[config.mk]
export PLATFORM = sky130hd
export DESIGN_NAME = polyseq_selftest
export DESIGN_NICKNAME = d
export VERILOG_FILES = /design/src/rtl/polyseq_pkg.sv /design/src/rtl/polyseq_advance.sv /design/src/rtl/polyseq_match_accum.sv /design/src/rtl/polyseq_selftest.sv
export SDC_FILE = /design/constraint.sdc
export NUM_CORES = 1
export LEC_CHECK = 0
export ABC_AREA = 0
export BUFFER_PORTS_ARGS = -buffer_cell sky130_fd_sc_hd__clkbuf_2
export CAP_MARGIN = 10
export CORE_MARGIN = 2
export CORE_UTILIZATION = 54
export DETAILED_ROUTE_END_ITERATION = 16
export PLACE_DENSITY = 0.9
export SETUP_SLACK_MARGIN = 0.1
export SYNTH_ARGS = -nofsm -noshare
export SYNTH_HDL_FRONTEND = slang
export SYNTH_HIERARCHICAL = 1
export SYNTH_SLANG_ARGS = --single-unit
export TNS_END_PERCENT = 50
[constraint.sdc]
create_clock -name clk -period 2.44 [get_ports clk]
set_clock_uncertainty 0.05 [all_clocks]
set_input_delay 0.61 -clock clk [delete_from_list [all_inputs] [get_ports clk]]
set_output_delay 0.61 -clock clk [all_outputs]
set_load 0.02 [all_outputs]
[src/rtl/polyseq_pkg.sv]
package polyseq_pkg;
  typedef enum logic [1:0] {
    ST_IDLE,
    ST_SCAN,
    ST_DRAIN,
    ST_EVAL
  } seq_state_t;
endpackage

[src/rtl/polyseq_advance.sv]
// One step of the expected-value sequence: shift left, fold in poly on carry-out.
module polyseq_advance #(
  parameter int W = 64
) (
  input  logic [W-1:0] cur,
  input  logic [W-1:0] poly,
  output logic [W-1:0] nxt
);
  always_comb begin
    nxt = {cur[W-2:0], 1'b0};
    if (cur[W-1]) nxt = nxt ^ poly;
  end
endmodule

[src/rtl/polyseq_match_accum.sv]
// Compares returning buffer words with the expected value and keeps a running total.
module polyseq_match_accum #(
  parameter int W          = 64,
  parameter int GOAL       = 4,
  parameter int TOTAL_MAX  = 120
) (
  input  logic         clk,
  input  logic         rst,
  input  logic         clr,
  input  logic         rd_en,
  input  logic [W-1:0] rd_data,
  input  logic [W-1:0] expected,
  output logic         goal_met
);
  localparam int CW = $clog2(TOTAL_MAX + 1) + 1;

  logic          vld_q;
  logic [CW-1:0] total_q;

  always_ff @(posedge clk) begin
    if (rst || clr) vld_q <= 1'b0;
    else            vld_q <= rd_en;
  end

  always_ff @(posedge clk) begin
    if (rst || clr)
      total_q <= '0;
    else if (vld_q && (rd_data == expected))
      total_q <= total_q + CW'(1);
  end

  assign goal_met = (total_q >= CW'(GOAL));
endmodule

[src/rtl/polyseq_selftest.sv]
module polyseq_selftest
  import polyseq_pkg::*;
#(
  parameter int          W          = 64,
  parameter int          DEPTH      = 16,
  parameter int          MAX_STEPS  = 8,
  parameter int          MATCH_GOAL = 4,
  parameter logic [W-1:0] SEED0     = 64'h0123_4567_89AB_CDEF,
  parameter logic [W-1:0] SEED1     = 64'h8000_0000_0000_0001,
  localparam int         AW         = $clog2(DEPTH)
) (
  input  logic          clk,
  input  logic          rst,
  input  logic          start,
  input  logic          seed_sel,
  input  logic [W-1:0]  poly,
  output logic          rd_en,
  output logic [AW-1:0] rd_addr,
  input  logic [W-1:0]  rd_data,
  output logic          done,
  output logic          pass
);
  localparam int SW = (MAX_STEPS > 1) ? $clog2(MAX_STEPS) : 1;

  seq_state_t    state_q;
  logic [W-1:0]  exp_q;
  logic [W-1:0]  exp_nxt;
  logic [SW-1:0] step_q;
  logic [AW-1:0] addr_q;
  logic          done_q;
  logic          pass_q;
  logic          accept;
  logic          goal_met;
  logic          busy;

  assign busy   = (state_q != ST_IDLE);
  assign accept = (state_q == ST_IDLE) && start;

  polyseq_advance #(.W(W)) u_adv (
    .cur  (exp_q),
    .poly (poly),
    .nxt  (exp_nxt)
  );

  polyseq_match_accum #(
    .W         (W),
    .GOAL      (MATCH_GOAL),
    .TOTAL_MAX (MAX_STEPS * (DEPTH - 1))
  ) u_acc (
    .clk      (clk),
    .rst      (rst),
    .clr      (accept),
    .rd_en    (rd_en),
    .rd_data  (rd_data),
    .expected (exp_q),
    .goal_met (goal_met)
  );

  always_ff @(posedge clk) begin
    if (rst) begin
      state_q <= ST_IDLE;
      exp_q   <= '0;
      step_q  <= '0;
      addr_q  <= AW'(1);
      done_q  <= 1'b0;
      pass_q  <= 1'b0;
    end else begin
      done_q <= 1'b0;
      unique case (state_q)
        ST_IDLE: begin
          if (start) begin
            exp_q   <= seed_sel ? SEED1 : SEED0;
            step_q  <= '0;
            addr_q  <= AW'(1);
            pass_q  <= 1'b0;
            state_q <= ST_SCAN;
          end
        end
        ST_SCAN: begin
          addr_q <= addr_q + AW'(1);
          if (addr_q == AW'(DEPTH - 1)) state_q <= ST_DRAIN;
        end
        ST_DRAIN: state_q <= ST_EVAL;
        ST_EVAL: begin
          if (goal_met) begin
            done_q  <= 1'b1;
            pass_q  <= 1'b1;
            state_q <= ST_IDLE;
          end else if (step_q == SW'(MAX_STEPS - 1)) begin
            done_q  <= 1'b1;
            pass_q  <= 1'b0;
            state_q <= ST_IDLE;
          end else begin
            exp_q   <= exp_nxt;
            step_q  <= step_q + SW'(1);
            addr_q  <= AW'(1);
            state_q <= ST_SCAN;
          end
        end
        default: state_q <= ST_IDLE;
      endcase
    end
  end

  assign rd_en   = (state_q == ST_SCAN);
  assign rd_addr = addr_q;
  assign done    = done_q;
  assign pass    = pass_q;
endmodule

# Word-level counts from Yosys, hierarchy flattened
# Index checks and enable logic that the tools add are counted.
# classes
n_addsub	3
n_lt_le_gt_ge	1
n_eq_ne	11
muxes	25
n_bitwise	2
reduce_logical	11
# ops
operator	count
two-way mux 64 bit	5
one-hot mux 64 bit (2 select lines)	1
equality test 64 bit	1
bitwise XOR 64 bit	1
two-way mux 4 bit	3
one-hot mux 4 bit (3 select lines)	1
two-way mux 3 bit	3
adder 8 x 1 -> 8 bit (second input constant)	1
>= comparator 8 x 3 -> 1 bit (second input constant)	1
inequality test 2 bit (second input constant)	4
one-hot mux 2 bit (4 select lines)	1
AND reduction 4 bit	2
two-way mux 1 bit	7
one-hot mux 3 bit (2 select lines)	1
adder 4 x 1 -> 4 bit (second input constant)	1
equality test 2 bit (second input constant)	2
equality test 4 bit (second input constant)	1
two-way mux 2 bit	2
adder 3 x 1 -> 3 bit (second input constant)	1
equality test 3 bit (second input constant)	1
inequality test 3 bit (second input constant)	1
AND reduction 3 bit	1
nonzero test 3 bit	1
equality test 2 x 1 -> 1 bit (second input constant)	1
other kinds (8)	9
# totals
reg_bits	84
in_bits	132
output_inout_bits	7
elab_cells	61

# Depth between registers and ports, before layout
# logic_depth
ltp_word	5
ltp_mapped	8
ltp_nobuf	6

# Modules after synthesis
# Netlist, hierarchy kept.
# by_module_without_submodules
mod	instances	cells_per_inst	area_each_um2	seq_area_each_um2
polyseq_selftest	1	348	3011.6	1501.4
polyseq_match_accum	1	167	1321.3	180.2
polyseq_advance	1	134	873.3	0.0

# Worst setup path after synthesis
# No wires, ideal clock.
# synth_timing
path_kind	input port to flip-flop
startpoint	input port rd_data[0]
endpoint	register u_acc.total_q[3]
setup_time_ps	70
t_arrival_ps	2001
t_required_ps	2320
setup_slack_ps	319
path_stages	6
n_path_buf	0
path_cell_list	xnor2_1 -> nand4_1 -> nor4_2 -> nand3_2 -> or4_1 -> a21oi_1
# synth_between
elab_chain_cells	2
# synth_lines
item	line	source
start: declaration	polyseq_selftest.sv:19	input logic [W-1:0] rd_data,
equality test 64 bit	polyseq_match_accum.sv:28	else if (vld_q && (rd_data == expected))
logical AND 1 bit	polyseq_match_accum.sv:28	
end signal: assignment	polyseq_match_accum.sv:29	total_q <= total_q + CW'(1);
end: declaration	polyseq_match_accum.sv:18	logic [CW-1:0] total_q;
# No other way between the ends.
# A chain may end at the register's enable or synchronous reset.

# Worst setup path in the final report
# layout_timing
startpoint	register exp_q[41]
endpoint	register u_acc.total_q[3]
# layout_between
elab_chain_cells	2
# layout_lines
item	line	source
start: declaration	polyseq_selftest.sv:26	logic [W-1:0] exp_q;
start signal: assignment	polyseq_selftest.sv:72	exp_q <= seed_sel ? SEED1 : SEED0;
start signal: assignment	polyseq_selftest.sv:94	exp_q <= exp_nxt;
equality test 64 bit	polyseq_match_accum.sv:28	
logical AND 1 bit	polyseq_match_accum.sv:28	
# No other way between the ends.

==> results.md <==
| Parameter | Value |
| --- | --- |
| Die outline area | 10,440 um^2 |
| Routability cong. | 0.9466 |
| Post-synthesis instance area | 5206 um^2 |
| Pin slew with the least headroom to its limit | 643.9 ps |
| Leading cell type by number of instances after synthesis | sky130_fd_sc_hd__nand2_1 |
| Distinct cell type count of the synthesized netlist | 44 |
| CP max stage cell | sky130_fd_sc_hd__or4_1 |
| PwrDens | 797.8 nW/um^2 |
| Total congestion overflow | 0 |
| Slew headroom | 57.07% |
| Number of hold buffers added after CTS | 0 |
| Metal3 WL | 1.563 mm |
| Total vias in the final route | 5,252 |
| Floorplan row count | 35 |
| Top routing layer in use | met4 |
| Pin count of the biggest net entering global routing | 66 |
| Wire length per cell after detailed routing | 16.35 um |
| Synthesized area per cell | 8.022 um^2 |
| Post-Layout Inst Area | 6271 um^2 |
| CP Cell Sequence | xnor2_1, nand4_1, nor4_2, nand3_2, or4_1, a21oi_1 |
| Fraction of post-synthesis cell area in the top cell type by area | 32.30% |
| Routed length on met2 | 6.925 mm |
| Post-detailed-routing wire length | 15.19 mm |
| Signal arrival time at the worst endpoint | 2460 ps |
| Max_cap viols | 0 |
| Critical path buffers and inverters | 0 |
| Worst path max stage delay | 540 ps |
| Number of filler instances in the final layout | 779 |
| Final Hold Vio Count | 0 |
| Sum of negative setup slack | 0 ps |
| Share of post-route cells with drive strength above 1 | 24.38% |
| Total area of multi-input combinational cells | 3148 um^2 |
| Worst voltage drop across the vdd grid | 0.4125 mV |
| Final setup violating endpoints | 0 |
| Cell types with the highest counts after synthesis | 136 x sky130_fd_sc_hd__nand2_1, 127 x sky130_fd_sc_hd__xnor2_1, 84 x sky130_fd_sc_hd__dfxtp_1 |
| Post-synth net total | 789 |
| Vertical die dimension | 102.2 um |
| Final #Nets | 935 |
| Number of optimization iterations in the first detailed-route pass | 5 |
| Start-to-end type of the worst setup path | reg -> reg |
| Final Max Slew Viols | 0 |
| Post-CTS clock slew at the launch and capture registers of the worst setup and hold paths | 90 ps |
| Fin crit period | 2211 ps |
| Count of state elements after synthesis | 84 |
| Half-perimeter wire length of the detailed placement result | 11.40 mm |
| Clock root cell | sky130_fd_sc_hd__clkbuf_8 |
| Remaining antenna violation count after routing | 0 |
| Number of design rule violations left after detail routing | 0 |
| EDFF count, synth | 0 |
| Crit-path max FO | 7 |
| Detail-routed via count per cell | 5.653 |
| Max H-tree Level | 3 |
| Async set-reset flop share out of synthesis | 0% |
| Detailed-routing wirelength on met1 | 6.131 mm |
| Tcrit/Tclk final | 90.63% |
| Global-route wire length before repair | 23.35 mm |
| Status | finished, final reports clean |
| Ant diodes | 0 |
| Worst endpoint required time | 2690 ps |
| Largest delay contributor family on the critical path | simple AND/OR/NAND/NOR gates |
| Maximum achievable frequency | 452.2 MHz |
| Total I/O pin count | 139 |
| Iteration-0 DRC Markers | 339 |
| Area taken by flip-flops and latches | 1683 um^2 |
| Clock Latency Late Sink | 360 ps |
| CTS buffer count | 9 |
| Number of antenna violations at the first check in global routing | 0 |
| Worst min-delay path class | reg -> reg |
| CP Launch Type | register |
| Sequential element share of the synthesized area | 32.30% |
| Total placed instance area | 6050 um^2 |
| Layout overhead on the synthesized area | 20.45% |
| Number of global-route vias before repair | 4,841 |
| All-Layer GR Usage | 29.02% |
| Synth Warn # | 6 |
| Unrepaired setup endpoints after global routing | true |
| Kind of capture point of the worst setup path | register |
| Std-Cell Core Area | 9284 um^2 |
| Largest area contributor in the synthesized netlist | sky130_fd_sc_hd__dfxtp_1 |
| Number of cells after detailed placement | 913 |
| CTS Sinks | 84 |
| IO buf count | 138 |
| Power after layout | 5003 uW |
| TritonCTS clock tree | yes |
| Die W | 102.2 um |
| Maximum buffer depth of the clock tree | 2 |
| Initial Utilization | 56.08% |
| Number of instances in the synthesized netlist | 649 |
| Cells taking the most area after synthesis | sky130_fd_sc_hd__dfxtp_1 32%, sky130_fd_sc_hd__xnor2_1 21%, sky130_fd_sc_hd__nand2_1 9.8% |
| Post-layout instance count excluding filler cells | 929 |
| Static leakage | 0.002429 uW |
| Most used DFF post-synth | sky130_fd_sc_hd__dfxtp_1 |
-- power breakdown --
group          internal (uW)  switching [uW]
Clock                    600             510
Combinational            870            1260
Sequential              1560             206
-- path summary, 6_finish.rpt --
kind             start                to  slack [ps]  cells after the start
max          exp_q[41]  u_acc/total_q[3]         230                      6
min           exp_q[2]          exp_q[2]         440                      2
max reg2reg  exp_q[41]  u_acc/total_q[3]         230                      6
min reg2reg   exp_q[2]          exp_q[2]         440                      2
-- area by class of cell --
cell class	instances	share of cell area, %
multi-input cells	493	50.20
flip-flops and latches	84	26.84
repair buffers	168	14.60
well taps	129	2.574
inverters	39	2.334
clock buffers	11	2.255
clock inverters	5	1.197
-- logic make-up (layout without fill, tap and decap cells) --
family / after synthesis / in the layout / share of synthesized area, %
and+or+nand+nor: 232 / 232 / 21.44
xor gates and xnor gates: 127 / 127 / 21.37
AOI/OAI and AO/OA: 122 / 122 / 14.83
DFF: 84 / 84 / 32.30
buffers and inverters: 72 / 223 / 7.378
adders and majority gates: 8 / 8 / 1.923
muxes: 4 / 4 / 0.7691
-- state kept, by name (all words and copies together) (netlist names) --
register / cells
exp_q: 64
u_acc/total_q: 8
u_acc/vld_q: 1
state_q: 2
done: 1
step_q: 3
rd_addr: 4
pass: 1
-- repair_timing --
action / CTS / global route
setup endpoints to repair: 0 / 21
setup buffers: 0 / 0
gates resized for setup: 0 / 1
-- worst register-to-register path, delay by kind of cell, from the launching register on --
kind | cells | cell delay [ps]
AOI/OAI and AO/OA | 1 | 150
and+or+nand+nor | 4 | 1250
DFF | 1 | 360
xor gates and xnor gates | 1 | 330
-- per-stage QoR --
step	hold WS (ps)	util (%)	setup slack [ps]
after floorplan	396.2	-	318.8
final	440.5	67.55	228.7
after global placement	413.4	65.16	-9.783
after global routing	465.4	67.55	68.16
after detailed placement	415.7	65.16	-19.09
after CTS	443.1	67.49	137.4
-- per-layer routing --
layer | up-vias | global-route usage, %
met1 | 2379 | 37.20
met3 | 51 | 6.635
li1 | 2478 | -
met2 | 344 | 46.86
met5 | - | 0
met4 | 0 | 12.82
-- layout by cell type, fill, tap and decap left out, drive strengths merged, types with 2 or more instances in the layout --
master / instances
dfxtp: 84
clkbuf: 149
o21a: 2
o21ai: 5
nand3: 13
nand2: 136
and2: 5
a21oi: 71
ha: 8
o31ai: 3
or4: 3
clkinv: 3
bufinv: 2
a22o: 34
or3: 2
nor4: 12
nor3: 8
a211oi: 2
inv: 39
mux2i: 4
buf: 30
nand2b: 2
nor2: 13
nand4: 30
xnor2: 127
No activity file was read; power rests on OpenSTA's default activity.
